[config.mk]
export PLATFORM = sky130hd
export DESIGN_NAME = vram_host_port
export DESIGN_NICKNAME = d
export VERILOG_FILES = /design/src/rtl/vhp_pkg.sv /design/src/rtl/vhp_ctrl_seq.sv /design/src/rtl/vhp_access_engine.sv /design/src/rtl/vhp_palette.sv /design/src/rtl/vram_host_port.sv
export SDC_FILE = /design/constraint.sdc
export NUM_CORES = 1
export LEC_CHECK = 0
export ABC_AREA = 1
export BUFFER_PORTS_ARGS = -buffer_cell sky130_fd_sc_hd__buf_2
export CORE_ASPECT_RATIO = 2
export CORE_MARGIN = 10
export CORE_UTILIZATION = 62
export DETAILED_ROUTE_END_ITERATION = 12
export PLACE_DENSITY = 0.82
export SETUP_SLACK_MARGIN = 0.1
export SKIP_LAST_GASP = 1
export SLEW_MARGIN = 10
export SYNTH_ARGS = -nofsm -noshare
export SYNTH_HDL_FRONTEND = slang
export SYNTH_SLANG_ARGS = --single-unit
[constraint.sdc]
create_clock -name clk -period 4.48 [get_ports clk]
set_clock_uncertainty 0.05 [all_clocks]
set_input_delay 0.896 -clock clk [delete_from_list [all_inputs] [get_ports clk]]
set_output_delay 0.896 -clock clk [all_outputs]
set_load 0.02 [all_outputs]
[src/rtl/vhp_pkg.sv]
// Shared types and colour scaling for the host video-memory access port.
// Assumes 2-bit colour channels packed as {blue, green, red} in a 6-bit code.
package vhp_pkg;

    typedef enum logic [1:0] {
        ACC_NONE  = 2'd0,
        ACC_READ  = 2'd1,
        ACC_WRITE = 2'd2
    } acc_kind_t;

    // Linear 2-bit to 8-bit widening for red and green
    function automatic logic [7:0] widen_lin(input logic [1:0] v);
        return {v, v, v, v};
    endfunction

    // Non-linear 2-bit to 8-bit widening for blue
    function automatic logic [7:0] widen_blue(input logic [1:0] v);
        case (v)
            2'd0:    return 8'd0;
            2'd1:    return 8'd104;
            2'd2:    return 8'd170;
            default: return 8'd255;
        endcase
    endfunction

    // Widen a 6-bit colour code to packed 24-bit {R,G,B}
    function automatic logic [23:0] widen_colour(input logic [5:0] c);
        return {widen_lin(c[1:0]), widen_lin(c[3:2]), widen_blue(c[5:4])};
    endfunction

endpackage

[src/rtl/vhp_ctrl_seq.sv]
// Control-port byte pairing.
// The first byte is latched. The second byte either writes a register
// (bit 7 set) or loads the pointer. Assumes ctrl_wr and phase_clr are
// never high together.
module vhp_ctrl_seq #(
    parameter int AW = 14,
    parameter int RW = 4
) (
    input  logic          clk,
    input  logic          rst_n,
    input  logic          ctrl_wr,
    input  logic          phase_clr,
    input  logic [7:0]    din,
    output logic          reg_we,
    output logic [RW-1:0] reg_idx,
    output logic [7:0]    reg_val,
    output logic          addr_ld,
    output logic [AW-1:0] addr_val,
    output logic          addr_rdq
);
    localparam int HI_W = AW - 8;

    logic       second_pending;
    logic [7:0] low_latch;
    logic       is_second;

    assign is_second = ctrl_wr && second_pending;
    assign addr_ld   = is_second && !din[7];
    assign addr_val  = {din[HI_W-1:0], low_latch};
    assign addr_rdq  = !din[6];

    // Track which byte of a pair comes next
    always_ff @(posedge clk) begin
        if (!rst_n)         second_pending <= 1'b0;
        else if (ctrl_wr)   second_pending <= !second_pending;
        else if (phase_clr) second_pending <= 1'b0;
    end

    // Hold the first byte of a pair
    always_ff @(posedge clk) begin
        if (!rst_n)                         low_latch <= 8'h00;
        else if (ctrl_wr && !second_pending) low_latch <= din;
    end

    // Emit the register write for a second byte with bit 7 set
    always_ff @(posedge clk) begin
        if (!rst_n) begin
            reg_we  <= 1'b0;
            reg_idx <= '0;
            reg_val <= 8'h00;
        end else begin
            reg_we <= is_second && din[7];
            if (is_second && din[7]) begin
                reg_idx <= din[RW-1:0];
                reg_val <= low_latch;
            end
        end
    end


    phase_clr_chk: assert property (@(posedge clk) disable iff (!rst_n)
        (phase_clr && !ctrl_wr) |=> !second_pending);


    reg_pulse_chk: assert property (@(posedge clk) disable iff (!rst_n)
        reg_we |=> !reg_we);

endmodule

[src/rtl/vhp_access_engine.sv]
// Pending-access engine.
// Holds the read-ahead buffer, the pointer and a single pending access.
// The access runs on a granted slot at or after the minimum column.
// Assumes memory read data is valid in the same cycle as the address.
module vhp_access_engine
    import vhp_pkg::*;
#(
    parameter int AW    = 14,
    parameter int COL_W = 9,
    parameter int PI_W  = 5
) (
    input  logic             clk,
    input  logic             rst_n,
    input  logic             data_wr,
    input  logic             data_rd,
    input  logic [7:0]       din,
    input  logic             addr_ld,
    input  logic [AW-1:0]    addr_val,
    input  logic             addr_rdq,
    input  logic             slot_grant,
    input  logic [COL_W-1:0] slot_col,
    input  logic [COL_W-1:0] min_col,
    input  logic             pal_sel,
    input  logic [7:0]       mem_rdata,
    output logic [7:0]       buf_q,
    output logic [AW-1:0]    ptr_q,
    output logic             busy,
    output logic             mem_we,
    output logic             mem_re,
    output logic             pal_we,
    output logic [PI_W-1:0]  pal_idx
);
    acc_kind_t pend_q;
    logic      exec;

    assign busy    = (pend_q != ACC_NONE);
    assign exec    = slot_grant && busy && (slot_col >= min_col);
    assign mem_we  = exec && (pend_q == ACC_WRITE) && !pal_sel;
    assign pal_we  = exec && (pend_q == ACC_WRITE) && pal_sel;
    assign mem_re  = exec && (pend_q == ACC_READ);
    assign pal_idx = ptr_q[PI_W-1:0];

    // Update the single pending access; a new host request wins
    always_ff @(posedge clk) begin
        if (!rst_n)       pend_q <= ACC_NONE;
        else if (data_wr) pend_q <= ACC_WRITE;
        else if (data_rd) pend_q <= ACC_READ;
        else if (addr_ld) pend_q <= addr_rdq ? ACC_READ : ACC_NONE;
        else if (exec)    pend_q <= ACC_NONE;
    end

    // Load or step the pointer
    always_ff @(posedge clk) begin
        if (!rst_n)       ptr_q <= '0;
        else if (addr_ld) ptr_q <= addr_val;
        else if (exec)    ptr_q <= ptr_q + 1'b1;
    end

    // Fill the read-ahead buffer from the host or from memory
    always_ff @(posedge clk) begin
        if (!rst_n)       buf_q <= 8'h00;
        else if (data_wr) buf_q <= din;
        else if (mem_re)  buf_q <= mem_rdata;
    end


    col_gate_chk: assert property (@(posedge clk) disable iff (!rst_n)
        (slot_col < min_col) |-> !(mem_we || mem_re || pal_we));


    ptr_step_chk: assert property (@(posedge clk) disable iff (!rst_n)
        ((mem_we || mem_re || pal_we) && !addr_ld) |=> (ptr_q == $past(ptr_q) + 1'b1));


    one_strobe_chk: assert property (@(posedge clk) disable iff (!rst_n)
        $onehot0({mem_we, mem_re, pal_we}));


    pal_no_mem_chk: assert property (@(posedge clk) disable iff (!rst_n)
        pal_sel |-> !mem_we);

endmodule

[src/rtl/vhp_palette.sv]
// Colour palette storage.
// Each write widens a 6-bit code to 24-bit RGB. The read port is
// combinational. Assumes the write data carries the code in bits 5:0.
module vhp_palette
    import vhp_pkg::*;
#(
    parameter int PI_W = 5
) (
    input  logic            clk,
    input  logic            rst_n,
    input  logic            wr,
    input  logic [PI_W-1:0] wr_idx,
    input  logic [7:0]      wr_code,
    input  logic [PI_W-1:0] rd_idx,
    output logic [23:0]     rd_rgb
);
    localparam int ENTRIES = 1 << PI_W;

    logic [23:0] ent [ENTRIES];
    logic [23:0] widened;

    assign widened = widen_colour(wr_code[5:0]);
    assign rd_rgb  = ent[rd_idx];

    for (genvar i = 0; i < ENTRIES; i++) begin : g_ent
        // Store the widened colour into entry i
        always_ff @(posedge clk) begin
            if (!rst_n)                     ent[i] <= 24'h0;
            else if (wr && wr_idx == PI_W'(i)) ent[i] <= widened;
        end
    end


    red_lin_chk: assert property (@(posedge clk) disable iff (!rst_n)
        (wr && rd_idx == wr_idx) |=> (rd_rgb[23:16] == 8'($past(wr_code[1:0])) * 8'd85));

endmodule

[src/rtl/vram_host_port.sv]
// Host-side access port of a video controller.
// Splits host strobes into control-port and data-port actions. Holds the
// registered read data. Connects the pairing logic, the access engine and
// the palette. Assumes cpu_wr and cpu_rd are never high together.
module vram_host_port #(
    parameter int AW    = 14,
    parameter int COL_W = 9,
    parameter int RW    = 4,
    parameter int PI_W  = 5
) (
    input  logic             clk,
    input  logic             rst_n,
    input  logic             cpu_sel,
    input  logic             cpu_wr,
    input  logic             cpu_rd,
    input  logic [7:0]       cpu_wdata,
    output logic [7:0]       cpu_rdata,
    input  logic             pal_sel,
    output logic             reg_we,
    output logic [RW-1:0]    reg_idx,
    output logic [7:0]       reg_val,
    output logic             mem_req,
    input  logic             slot_grant,
    input  logic [COL_W-1:0] slot_col,
    input  logic [COL_W-1:0] min_col,
    output logic [AW-1:0]    mem_addr,
    output logic             mem_we,
    output logic             mem_re,
    output logic [7:0]       mem_wdata,
    input  logic [7:0]       mem_rdata,
    input  logic [PI_W-1:0]  pal_rd_idx,
    output logic [23:0]      pal_rd_rgb
);
    logic            data_wr, data_rd, ctrl_wr, ctrl_rd, phase_clr;
    logic            addr_ld, addr_rdq, pal_we;
    logic [AW-1:0]   addr_val;
    logic [7:0]      buf_q;
    logic [PI_W-1:0] pal_idx;

    assign data_wr   = cpu_wr && !cpu_sel;
    assign data_rd   = cpu_rd && !cpu_sel;
    assign ctrl_wr   = cpu_wr && cpu_sel;
    assign ctrl_rd   = cpu_rd && cpu_sel;
    assign phase_clr = data_wr || data_rd || ctrl_rd;
    assign mem_wdata = buf_q;

    // Return the buffer on data reads and zero on control reads
    always_ff @(posedge clk) begin
        if (!rst_n)       cpu_rdata <= 8'h00;
        else if (data_rd) cpu_rdata <= buf_q;
        else if (ctrl_rd) cpu_rdata <= 8'h00;
    end

    vhp_ctrl_seq #(.AW(AW), .RW(RW)) u_ctrl (
        .clk       (clk),
        .rst_n     (rst_n),
        .ctrl_wr   (ctrl_wr),
        .phase_clr (phase_clr),
        .din       (cpu_wdata),
        .reg_we    (reg_we),
        .reg_idx   (reg_idx),
        .reg_val   (reg_val),
        .addr_ld   (addr_ld),
        .addr_val  (addr_val),
        .addr_rdq  (addr_rdq)
    );

    vhp_access_engine #(.AW(AW), .COL_W(COL_W), .PI_W(PI_W)) u_eng (
        .clk        (clk),
        .rst_n      (rst_n),
        .data_wr    (data_wr),
        .data_rd    (data_rd),
        .din        (cpu_wdata),
        .addr_ld    (addr_ld),
        .addr_val   (addr_val),
        .addr_rdq   (addr_rdq),
        .slot_grant (slot_grant),
        .slot_col   (slot_col),
        .min_col    (min_col),
        .pal_sel    (pal_sel),
        .mem_rdata  (mem_rdata),
        .buf_q      (buf_q),
        .ptr_q      (mem_addr),
        .busy       (mem_req),
        .mem_we     (mem_we),
        .mem_re     (mem_re),
        .pal_we     (pal_we),
        .pal_idx    (pal_idx)
    );

    vhp_palette #(.PI_W(PI_W)) u_pal (
        .clk     (clk),
        .rst_n   (rst_n),
        .wr      (pal_we),
        .wr_idx  (pal_idx),
        .wr_code (buf_q),
        .rd_idx  (pal_rd_idx),
        .rd_rgb  (pal_rd_rgb)
    );


    rdata_hold_chk: assert property (@(posedge clk) disable iff (!rst_n)
        (!cpu_rd) |=> $stable(cpu_rdata));

endmodule

==> Yosys cells after proc, flatten, opt, wreduce, memory -nomap -nowiden <==
Memory sizes are Yosys's and may differ from the RTL's.
Index checks and enable logic that the tools add are counted.
{ "totals": {"n_memories": 1, "word_cells": 286, "ram_bits": 768, "reg_bits": 54} }
{ "op_classes": {"n_reduce_logical": 62, "bitwise": 33, "n_mux": 143, "n_eq_ne": 35, "order_cmp": 1, "add_sub_neg": 1} }
{ "memory_table": {"columns": ["memory", "depth", "word_bits", "rd", "rd_clocked_by_memory_dff", "write_ports", "line_no", "source"], "rows": [
  ["u_pal.ent", 32, 24, 1, 0, 32, "vhp_palette.sv:19", "logic [23:0] ent [ENTRIES];"]
]} }
{ "ops": {"columns": ["cell", "count"], "rows": [
  ["2-to-1 mux 24 bit", 32],
  ["2-to-1 mux 1 bit", 100],
  ["== test 5 bit, second input constant", 16],
  ["logical AND 1 bit", 46],
  ["== test 5 x 4 -> 1 bit, second input constant", 8],
  ["2-to-1 mux 8 bit", 4],
  ["bitwise OR 1 bit", 32],
  ["2-to-1 mux 14 bit", 2],
  ["case mux 8 bit (3 select lines)", 1],
  ["== test 5 x 3 -> 1 bit, second input constant", 4],
  ["adder 14 x 1 -> 14 bit, second input constant", 1],
  ["== test 5 x 2 -> 1 bit, second input constant", 2],
  ["nonzero test 2 bit", 5],
  ["greater-or-equal comparator 9 bit", 1],
  ["2-to-1 mux 2 bit", 4],
  ["== test 5 x 1 -> 1 bit, second input constant", 1],
  ["logical NOT 5 bit", 1],
  ["== test 2 x 1 -> 1 bit, second input constant", 2],
  ["== test 2 bit, second input constant", 2],
  ["logical NOT 1 bit", 4],
  ["nonzero test 4 bit", 1],
  ["nonzero test 3 bit", 1],
  ["logical NOT 2 bit", 1],
  ["logical OR 1 bit", 2],
  ["other kinds (2)", 2]
]} }

==> Depth between registers and ports, before layout <==
Gate-level depths: netlist (run 1).
{ "depth": {"depth_word": 10, "depth_mapped": 13, "mapped_depth_nobuf": 12} }

==> Modules after synthesis <==
Synthesis (run 1) repeated with hierarchy kept, for this count alone.
{ "unflattened": {"cells_unflattened": 1798, "hier_area_um2": 15408.5} }
{ "by_module_without_submodules": {"columns": ["mod", "seq_area_each_um2", "cells_each", "area_each_um2", "instances"], "rows": [
  ["vhp_palette", 7687.4, 1315, 12225.5, 1],
  ["vhp_access_engine", 480.5, 297, 1905.6, 1],
  ["vhp_ctrl_seq", 440.4, 144, 960.9, 1],
  ["vram_host_port", 160.2, 42, 316.6, 1]
]} }

==> Worst setup path before layout (run 1) <==
Ideal clock, no wire load.
{ "synth_path": {"path_type": "input to output", "startpoint": "input port pal_rd_idx[0]", "endpoint": "output port pal_rd_rgb[10]", "stages": 11, "path_buffers": 4, "required_ps": 3534, "t_arrival_ps": 2262, "path_slack_ps": 1272, "path_cell_list": "inv_1 -> buf_2 -> buf_2 -> buf_2 -> nor2_1 -> o221ai_1 -> nand3_1 -> nand2_1 -> nand2_1 -> nand2_1 -> buf_4"} }
{ "synth_between": {"elab_chain_cells": 1} }
{ "synth_lines": {"columns": ["element", "line_no", "source"], "rows": [
  ["start: declaration", "vram_host_port.sv:31", "input logic [PI_W-1:0] pal_rd_idx,"],
  ["memory read (32 x 24 bit)", null, null],
  ["end: declaration", "vram_host_port.sv:32", "output logic [23:0] pal_rd_rgb"]
]} }
No other way between the ends.

==> Worst setup path in the final report (run 1) <==
{ "layout_path": {"startpoint": "input port pal_rd_idx[0]", "endpoint": "output port pal_rd_rgb[22]"} }
Same word-level chain as after synthesis.

==> results.md, run 1 <==
- WP data required: 3.53 ns
- Clk slew on worst S/H paths: 0.07 ns
- Post-route minimum period: 3.82 ns
- Post-DP HPWL: 27,400 µm
- Post-synth EDFFs: 256
- Static leakage: 6.16 nW
- CTS tree: yes
- Area contributors post-synth: edfxtp_1 51%, nor2_1 12%, dfxtp_1 7.1%
- Post-CTS Resized: 0
- VDD IR max: 325 µV
- Grt total ovfl: 0
- WHS: roughly 0.41 ns
- Clock power share: 0.351
- Buffers on Ports: 115
- Die Footprint: 31,400 µm²
- Initial Util: 0.633
- Cell variety after synth: 33
- Final #Nets: 1,744
- Core area: 23,900 µm²
- Max FO, Critical Path: 19
- Post-CTS setup buffers: 0
- Final hold vios: 0
- Critical path class: input pin to output port
- Critical path capture point type: output port
- Vias in the first global route: 11,900
- Clock root buffer: clkbuf_16
- Post-Syn Instances: 1,650
- CTS buffer count: 26
- Clk sink count: 310
- Worst slew margin: 0.432
- Number of cell rows: 80
- Multi-input gate area: 5530 µm²
- Fin cells: 1,988
- Synth Flop Type: edfxtp_1
- Sequential fraction of the synthesis area: 0.579
- Sw Share: 0.252
- Mean Syn Cell Area: 9.17 µm²
- Share of flip-flops with an asynchronous set or reset: 0
- Max-slew violations: 0
- Vias: 12,100
- Depth of the CTS H-tree: 1
- Internal power: 4.46 mW
- Sequential cell area: 8770 µm²
- Type of the worst min-delay path: flip-flop to flip-flop
- Vias/cell: around 6.1
- Ports: around 120
- Tcrit/Tclk final: 0.852
- CTS max path bufs: 3
- Fin area: about 16,000 µm²
- CTS hold repair buffers: 0
- Synth-to-Final Area Change: 8.76%
- Synth Cell Area: 15,100 µm²
- DRT Pass-1 Iters: 6
- Clk_lat worst skew: 0.54 ns
- Initial antenna violation count: 0
- Leading area contributor after synthesis: edfxtp_1
- Setup TNS: 0 ns
- # fillers: 1,782
- Logic pwr share: 0.105
- Area of placed instances: 15,700 µm²
- Worst Path Arrival: 2.87 ns
- Iter 0 DRT Violations: 1,553
- Die height: 241 µm
- NetSw: 1.50 mW
- Tightest Pin Transition: ~0.85 ns
- RD Place Congestion: 0.927
- Routed Antenna Nets: 0
- PD cells: 362 nW/µm²
- First-pass GRT wire length: approximately 62,000 µm
- Critical Path Source Type: input pin
- Pin count of the biggest net entering global routing: 129
- Layout cells sized above 1: 0.121
- Chip Width: 130 µm
- Final setup viols: 0
- Fmax: roughly 0.26 GHz
- Max_cap viols: 0
- Top-count cell post-synth: nor2_1
- Synthesized Nets: approximately 1,700
- Placed insts: 1,942
- Synth Warn #: 0
- Synth top area share: 0.508
- Residual DRC: 0
- Commonest cells post-synth: 466 x nor2_1, 273 x nand2_1, 256 x edfxtp_1
- Diode count: 0
- DR WL/cell: 20.0 µm
- Unrepaired setup endpoints after global routing: false
- Gr usage total: 0.254
- Status: finished clean
- Reg power frac: 0.544
- Seq cells post-synth: between 300 and 400
- Drt total wl: 39,800 µm
==> cells by family after synthesis <==
| logic type | Yosys count | synth area share |
|---|---|---|
| AND/OR/NAND/NOR | 859 | 0.249 |
| buffers and inverters | 190 | 0.0555 |
| AO/OA/AOI/OAI | 273 | 0.102 |
| XOR/XNOR | 3 | 0.00174 |
| flip-flops | 310 | 0.579 |
| adder cells (fa/ha/maj) | 15 | 0.0124 |
==> metrics by stage <==
stage	power, mW	utilization	setup WS (ns)
final	5.96	0.688	0.662
after global routing	6.13	0.688	0.565
after CTS	5.96	0.688	0.755
after detailed placement	3.92	0.656	0.760
after global placement	3.90	0.656	0.818
after floorplan	3.72	-	1.27
==> registers in the layout, indices dropped and copies added, names as in the netlist <==
name,flops
u_ctrl.reg_we,1
u_ctrl.reg_idx,4
u_ctrl.second_pending,1
cpu_rdata,8
u_eng.pend_q,2
u_ctrl.low_latch,8
u_ctrl.reg_val,8
u_pal.ent,256
u_eng.ptr_q,14
u_eng.buf_q,8
==> path summary, 6_finish.rpt <==
check	startpoint	end	slack [ns]	cells after the start
setup / recovery	pal_rd_idx[0]	pal_rd_rgb[22]	0.66	10
hold / removal	cpu_rdata[4]	cpu_rdata[4]	0.41	2
setup reg to reg	u_eng.ptr_q[1]	u_pal.ent[31][14]	2.12	6
hold reg to reg	cpu_rdata[4]	cpu_rdata[4]	0.41	2
==> cell type report <==
class,instances,share of cell area
tap,287,0.0218
timing repair buffer,137,0.0499
clock buffer,32,0.0422
inverter,58,0.0132
clock inverter,14,0.00426
sequential,310,0.533
multi-input combinational,1150,0.336
==> routing by layer <==
layer	part of all wire	track usage	up-vias
met1	0.33	0.271	5570
met5	0	0	-
met2	0.52	0.453	686
met3	0.079	0.0354	181
met4	0.073	0.162	0
li1	-	-	5616
==> cells in the final DEF, fill, tap and decap left out, drive strengths merged, types with 4 or more instances in the layout <==
cell / instances
inv: 54
o221ai: 24
nor2: 468
dfxtp: 54
ha: 15
o211ai: 24
o21ai: 148
nand2: 275
clkbuf: 32
nand4: 4
edfxtp: 256
nand3: 101
nor3: 8
a21oi: 64
clkinv: 17
o31ai: 8
buf: 137
==> power by group through the flow <==
stage                     clock [mW]  combinational [mW]  sequential [mW]
after floorplan                    0               0.419             3.30
after global placement             0               0.606             3.30
after detailed placement           0               0.617             3.30
after CTS                       2.10               0.620             3.24
after global routing            2.21               0.678             3.25
final                           2.09               0.626             3.24
==> worst max-delay path, stage by stage <==
cell,delay (ns)
buf_4,0.13
inv_2,0.32
buf_4,0.31
o21ai_0,0.11
o211ai_1,0.51
nand3_1,0.17
nand2_1,0.09
nand2_1,0.05
nand2_1,0.10
buf_2,0.18
Power figures use the tool's default switching activity.
==> inputs of run 2 (changes only) <==
--- a/config.mk
+++ b/config.mk
@@ -9,12 +9,12 @@
 export BUFFER_PORTS_ARGS = -buffer_cell sky130_fd_sc_hd__buf_2
 export CORE_ASPECT_RATIO = 2
 export CORE_MARGIN = 10
-export CORE_UTILIZATION = 62
+export CORE_UTILIZATION = 55
 export DETAILED_ROUTE_END_ITERATION = 12
-export PLACE_DENSITY = 0.82
+export PLACE_DENSITY = 0.74
 export SETUP_SLACK_MARGIN = 0.1
 export SKIP_LAST_GASP = 1
-export SLEW_MARGIN = 10
+export SLEW_MARGIN = 15
 export SYNTH_ARGS = -nofsm -noshare
 export SYNTH_HDL_FRONTEND = slang
 export SYNTH_SLANG_ARGS = --single-unit
==> results.md, run 2 (same netlist as run 1, synthesis figures left out) <==
- Grt total ovfl: 0 (unchanged)
- Met3 Resource Use GR: 0.0345 (-0.000895)
- Top reg by flops: u_pal.ent
- CTS tree: yes
- Crit path max-delay family: compound AO/OA/AOI/OAI gates
- Routed Antenna Nets: 0 (unchanged)
- Post-layout util: 0.618 (-0.0707)
- First-pass GRT wire length: 64,900 µm (+4.4%)
- Tcrit/Tclk final: 0.804 (-0.0481)
- Synth-to-Final Area Change: 10.2%
- Clk slew on worst S/H paths: 0.07 ns (about the same)
- Top Usage Layer GRT: met2
- Clk sink count: 310 (unchanged)
- Total Power: 6.28 mW (+5.3%)
- Layout cells sized above 1: 0.127 (+0.00609)
- DR WL/cell: 20.5 µm (+2.2%)
- Critical Path Source Type: input pin
- Fin area: 16,700 µm² (+1.3%)
- Number of cells on the critical path: 8 (-2)
- Worst path bufs/invs: 3 (-1)
- Max FO, Critical Path: 48 (+29)
- Critical path class: input pin to output port
- Iter 0 DRT Violations: 1,094 (-30%)
- Status: finished clean
- Chip Width: 137 µm (+5.2%)
- Fmax: 0.278 GHz (+6.0%)
- Gr usage total: 0.239 (-0.0144)
- DRT Pass-1 Iters: 5 (-1)
- WP data required: 3.53 ns (about the same)
- Residual DRC: 0 (unchanged)
- Hold Path Cell Cnt: 2 (unchanged)
- Number of cell rows: 85 (+6.3%)
- Static leakage: 6.23 nW (+1.1%)
- R2R depth: 6 (unchanged)
- Tightest Pin Transition: 0.915 ns (+0.0657 ns)
- CTS max path bufs: 3 (unchanged)
- Post-DP HPWL: 28,900 µm (+5.6%)
- Largest register FFs: 256 (unchanged)
- Core area: 27,000 µm² (+13%)
- Max-slew violations: 0 (unchanged)
- Clock root buffer: clkbuf_16
- Setup Slack @ Placement: 0.905 ns (+0.145 ns)
- CP max stage delay: 0.63 ns (+0.12 ns)
- Ports: 116 (unchanged)
- Drt total wl: 42,000 µm (+5.6%)
- Crit path cell chain: buf_2, buf_4, a21oi_1, o31ai_1, nand2_1, nand2_1, nand2_1, buf_2
- Depth of the CTS H-tree: 1 (unchanged)
- Critical path's slowest cell: o31ai_1
- Vias in the first global route: 11,800 (-0.50%)
- Final setup viols: 0 (unchanged)
- GR Layer Usage met2: 0.432 (-0.0207)
- PD cells: 376 nW/µm² (+4.0%)
- Die Footprint: 35,000 µm² (+11%)
- Type of the worst min-delay path: flip-flop to flip-flop
- Final WS setup: 0.878 ns (+0.215 ns)
- Post-CTS Resized: 0 (unchanged)
- Final hold vios: 0 (unchanged)
- Critical path capture point type: output port
- Worst Path Arrival: 2.66 ns (-0.21 ns)
- Commonest non-fill, non-tap cell in the layout: nor2_1
- Initial antenna violation count: 0 (unchanged)
- Leading registers by flop count: u_pal.ent x256, u_eng.ptr_q x14
- Pin count of the biggest net entering global routing: 96 (-26%)
- Vias: 12,000 (-0.41%)
- Most frequent cells in the layout: 465 x nor2_1, 272 x nand2_1, 256 x edfxtp_1, 145 x o21ai_0, 113 x buf_2
- Final #Nets: 1,747 (+0.17%)
- Worst slew margin: 0.388 (-0.0439)
- RD Place Congestion: 0.867 (-6.5%)
- Die height: 255 µm (+5.7%)
- Cell repeated most along the worst path: nand2_1
- Post-route minimum period: 3.60 ns (-0.215 ns)
- Diode count: 0 (unchanged)
- Vias/cell: 5.84 (-3.6%)
- VDD IR max: 303 µV (-6.7%)
- # fillers: 2,307 (+29%)
- Clk_lat worst skew: 0.55 ns (about the same)
- Post-CTS setup buffers: 0 (unchanged)
- Buffers on Ports: 115 (unchanged)
- Initial Util: 0.560 (-0.0724)
- CTS hold repair buffers: 0 (unchanged)
- Max_cap viols: 0 (unchanged)
- Setup TNS: 0 ns (unchanged)
- Routing usage on met1: 0.257 (-0.0136)
- Area of placed instances: 15,800 µm² (+0.55%)
- Unrepaired setup endpoints after global routing: false
- CTS buffer count: 26 (unchanged)
## run 2: cell count changes in the layout (fill, tap and decap cells not counted), sizes merged
cell      delta
buf          +3
bufinv       +4
clkbuf       +1
clkinv       +1
clkinvlp     +1
inv          -5
## run 2: path summary, 6_finish.rpt
path	startpoint	slack, ns	to
min	cpu_rdata[5]	0.41	cpu_rdata[5]
min reg2reg	cpu_rdata[5]	0.41	cpu_rdata[5]
max	pal_rd_idx[1]	0.88	pal_rd_rgb[16]
max reg2reg	u_eng.ptr_q[1]	2.12	u_pal.ent[31][15]
## run 2: tightest hold or removal path: stages (launching register included)
cell	delay, ns
dfxtp_1	0.31
nand2_1	0.06
a21oi_1	0.05
## run 2: metrics by stage
step	hold WS, ns	instances
3_3_place_gp	0.401	2006
4_1_cts	0.415	2054
5_1_grt	0.444	2054
6_report	0.412	2054
2_1_floorplan	0.386	1650
3_5_place_dp	0.404	2006
## run 2: where the power goes
part	internal, mW	switching [mW]
registers	3.20	0.0399
clock network	1.37	1.03
logic	0.161	0.474
total	4.73	1.55
## run 2: layout make-up
class	count	area, µm²	share of cell area
clock buffers	33	718	0.0431
clock inverters	15	176	0.0106
inverters	58	218	0.0131
multi-input cells	1150	5530	0.332
flip-flops and latches	310	8770	0.526
well taps	348	435	0.0261
repair buffers	140	831	0.0498
## run 2: layer usage
metal / part of all wire / up-vias
met1: 0.34 / 5693
met5: 0 / -
met2: 0.53 / 567
met3: 0.074 / 120
met4: 0.058 / 0
li1: - / 5624
==> inputs of run 3 (changes only) <==
--- a/config.mk
+++ b/config.mk
@@ -5,7 +5,7 @@
 export SDC_FILE = /design/constraint.sdc
 export NUM_CORES = 1
 export LEC_CHECK = 0
-export ABC_AREA = 1
+export ABC_AREA = 0
 export BUFFER_PORTS_ARGS = -buffer_cell sky130_fd_sc_hd__buf_2
 export CORE_ASPECT_RATIO = 2
 export CORE_MARGIN = 10
==> constraint.sdc (replaced) <==
create_clock -name clk -period 3.8 [get_ports clk]
set_clock_uncertainty 0.05 [all_clocks]
set_input_delay 0.76 -clock clk [delete_from_list [all_inputs] [get_ports clk]]
set_output_delay 0.76 -clock clk [all_outputs]
set_load 0.02 [all_outputs]
==> results.md, run 3 <==
- Placed insts: 1,509 (-25%)
- DRT Pass-1 Iters: 5 (unchanged)
- Unrepaired setup endpoints after global routing: false
- Final #Nets: 1,262 (-28%)
- Post-CTS setup buffers: 0 (unchanged)
- Worst r2r dst: u_pal.ent[10][22]
- Vias in the first global route: 9,989 (-16%)
- Total Power: 7.43 mW (+18%)
- Depth of the CTS H-tree: 1 (unchanged)
- First-pass GRT wire length: 59,200 µm (-8.9%)
- Status: finished clean
- CTS max path bufs: 3 (unchanged)
- CTS tree: yes
- # fillers: 1,905 (-17%)
- NetSw: 1.70 mW (+9.7%)
- Number of cell rows: 82 (-3.5%)
- Type of the worst min-delay path: flip-flop to flip-flop
- Tcrit/Tclk final: 0.941
- Mean Syn Cell Area: 12.8 µm² (+40%)
- Fin cells: 1,557 (-24%)
- Gr usage total: 0.239 (-0.000418)
- Clk sink count: 310 (unchanged)
- Post-Syn Instances: 1,095 (-34%)
- Ports: 116 (unchanged)
- Multi-input gate area: 4790 µm² (-13%)
- Final setup viols: 0 (unchanged)
- PD cells: 465 nW/µm² (+24%)
- Pin count of the biggest net entering global routing: 65 (-32%)
- Seq cells post-synth: 310 (unchanged)
- Synth Warn #: 0 (unchanged)
- Final hold vios: 0 (unchanged)
- Grt total ovfl: 0 (unchanged)
- Sequential cell area: 8770 µm² (unchanged)
- Core area: 25,100 µm² (-6.9%)
- Die Footprint: 32,700 µm² (-6.4%)
- Critical path capture point type: output port
- Routed Antenna Nets: 0 (unchanged)
- Post-CTS Resized: 0 (unchanged)
- Sw Share: 0.228 (-0.0181)
- Most frequent cells in the layout: 268 x nor2_1, 256 x edfxtp_1, 114 x buf_2, 88 x nand2_1, 80 x mux4_2
- Area contributors post-synth: edfxtp_1 55%, mux4_2 13%, dfxtp_1 7.7%
- Clock power share: 0.399 (+0.017)
- Max-slew violations: 0 (unchanged)
- WP data required: 2.99 ns (-0.54 ns)
- Synth Cell Area: 14,100 µm² (-7.2%)
- Residual DRC: 0 (unchanged)
- Critical path class: input pin to output port
- Commonest non-fill, non-tap cell in the layout: nor2_1
- Register-to-register setup slack: 1.41 ns (-0.71 ns)
- Static leakage: 5.54 nW (-11%)
- Synth top area share: 0.547 (+0.0391)
- Clk_lat worst skew: 0.55 ns (about the same)
- Initial Util: 0.559 (-0.00126)
- Fmax: 0.280 GHz
- Vias/cell: 6.10 (+4.5%)
- Die height: 246 µm (-3.4%)
- Reg2reg start: u_eng.pend_q[0]
- Buffers on Ports: 115 (unchanged)
- Post-route minimum period: 3.57 ns
- CTS buffer count: 26 (unchanged)
- Sequential fraction of the synthesis area: 0.624 (+0.0447)
- Diode count: 0 (unchanged)
- Setup TNS: 0 ns (unchanged)
- Largest register FFs: 256 (unchanged)
- Clock root buffer: clkbuf_16
- Max_cap viols: 0 (unchanged)
- RD Place Congestion: 0.926 (+6.8%)
- Hold path start: u_ctrl.reg_val[4]
- Leading area contributor after synthesis: edfxtp_1
- Top-count cell post-synth: nor2_1
- Synthesized Nets: 1,156 (-32%)
- Worst slew margin: 0.333 (-0.0547)
- Top reg by flops: u_pal.ent
- Worst Hold End: u_ctrl.reg_val[4]
- Max FO, Critical Path: 36 (-25%)
- Post-DP HPWL: 28,400 µm (-1.9%)
- VDD IR max: 469 µV (+55%)
- Post-synth EDFFs: 256 (unchanged)
- Synth Flop Type: edfxtp_1
- Iter 0 DRT Violations: 854 (-22%)
- Chip Width: 133 µm (-3.1%)
- Cell variety after synth: 42 (+27%)
- Worst Path Arrival: 2.76 ns (+0.10 ns)
- Reg power frac: 0.516 (about the same)
- Synth-to-Final Area Change: 13.7%
- CTS hold repair buffers: 0 (unchanged)
- Vias: 9,505 (-21%)
- Share of flip-flops with an asynchronous set or reset: 0 (unchanged)
- Leading registers by flop count: u_pal.ent x256, u_eng.ptr_q x14
- Logic pwr share: 0.085 (-0.016)
- Critical Path Source Type: input pin
- Tightest Pin Transition: 0.999 ns (+0.0843 ns)
- DR WL/cell: 25.2 µm (+23%)
- Hold Path Cell Cnt: 2 (unchanged)
- Layout cells sized above 1: 0.249 (+0.122)
- Clk slew on worst S/H paths: 0.07 ns (about the same)
- R2R depth: 5 (-1)
- Commonest cells post-synth: 268 x nor2_1, 256 x edfxtp_1, 88 x nand2_1
- Initial antenna violation count: 0 (unchanged)
- Drt total wl: 39,200 µm (-6.8%)
- Internal power: 5.73 mW (+21%)
## run 3: cell types whose count changed in the layout (fill, tap and decap cells not counted), moves of 10 or more
cell      before  now
nand3_4       29    0
buf_4         22   50
mux4_2         0   80
o211ai_1      24    1
xnor2_1        1   11
o21ai_0      145   45
nand2_1      272   88
mux2i_1        0   10
nand3_1       72   25
inv_1         48   13
nor2_1       465  268
o221ai_1      24    1
nand2b_1       0   11
## run 3: kinds of logic after synthesis
logic type                 Yosys count  synth area share
adders and majority gates           15            0.0134
xor gates and xnor gates            11           0.00685
AOI/OAI and AO/OA                  123            0.0484
and+or+nand+nor                    435             0.130
buffers and inverters              103            0.0356
muxes                               98             0.142
DFF                                310             0.624
## run 3: metal layers
layer	vias up	GRT usage	wire length, µm
met2	546	0.447	21800
met1	4636	0.231	11900
met5	-	0	0
met4	0	0.166	2810
met3	143	0.0393	2680
li1	4180	-	-
## run 3: worst max-delay path: stages
cell,delay (ns)
buf_4,0.12
buf_12,0.28
mux4_2,0.56
mux4_2,0.52
mux2_2,0.32
buf_2,0.17
## run 3: worst max path at each step
| stage | depth (start not counted) | from | endpoint |
|---|---|---|---|
| 2_1_floorplan | 6 | pal_rd_idx[1] | pal_rd_rgb[10] |
| 3_3_place_gp | 6 | pal_rd_idx[0] | pal_rd_rgb[4] |
| 3_5_place_dp | 6 | pal_rd_idx[0] | pal_rd_rgb[23] |
| 4_1_cts | 6 | pal_rd_idx[0] | pal_rd_rgb[23] |
| 5_1_grt | 6 | pal_rd_idx[0] | pal_rd_rgb[23] |
| 6_report | 6 | pal_rd_idx[0] | pal_rd_rgb[23] |
## run 3: power by group through the flow
stage	logic, mW	clock network (mW)	registers (mW)
after floorplan	0.440	0	3.88
after global placement	0.623	0	3.91
after CTS	0.637	2.97	3.84
after global routing	0.676	3.09	3.84
after detailed placement	0.633	0	3.91
final	0.632	2.96	3.84
## run 3: layout make-up
cell class,count,share of cell area
flip-flops and latches,310,0.549
inverters,14,0.00329
repair buffers,167,0.0629
clock buffers,29,0.0427
well taps,336,0.0263
multi-input cells,682,0.300
clock inverters,19,0.0165
## run 3: metrics by stage
step / setup WS [ns] / hold slack [ns] / instance area, µm² / util
floorplan: 0.279 / 0.392 / 14100 / -
global placement: 0.257 / 0.389 / 15000 / 0.598
detailed placement: 0.218 / 0.396 / 15000 / 0.598
CTS: 0.203 / 0.406 / 16000 / 0.636
global route: 0.150 / 0.421 / 16000 / 0.636
finish: 0.226 / 0.404 / 16000 / 0.636
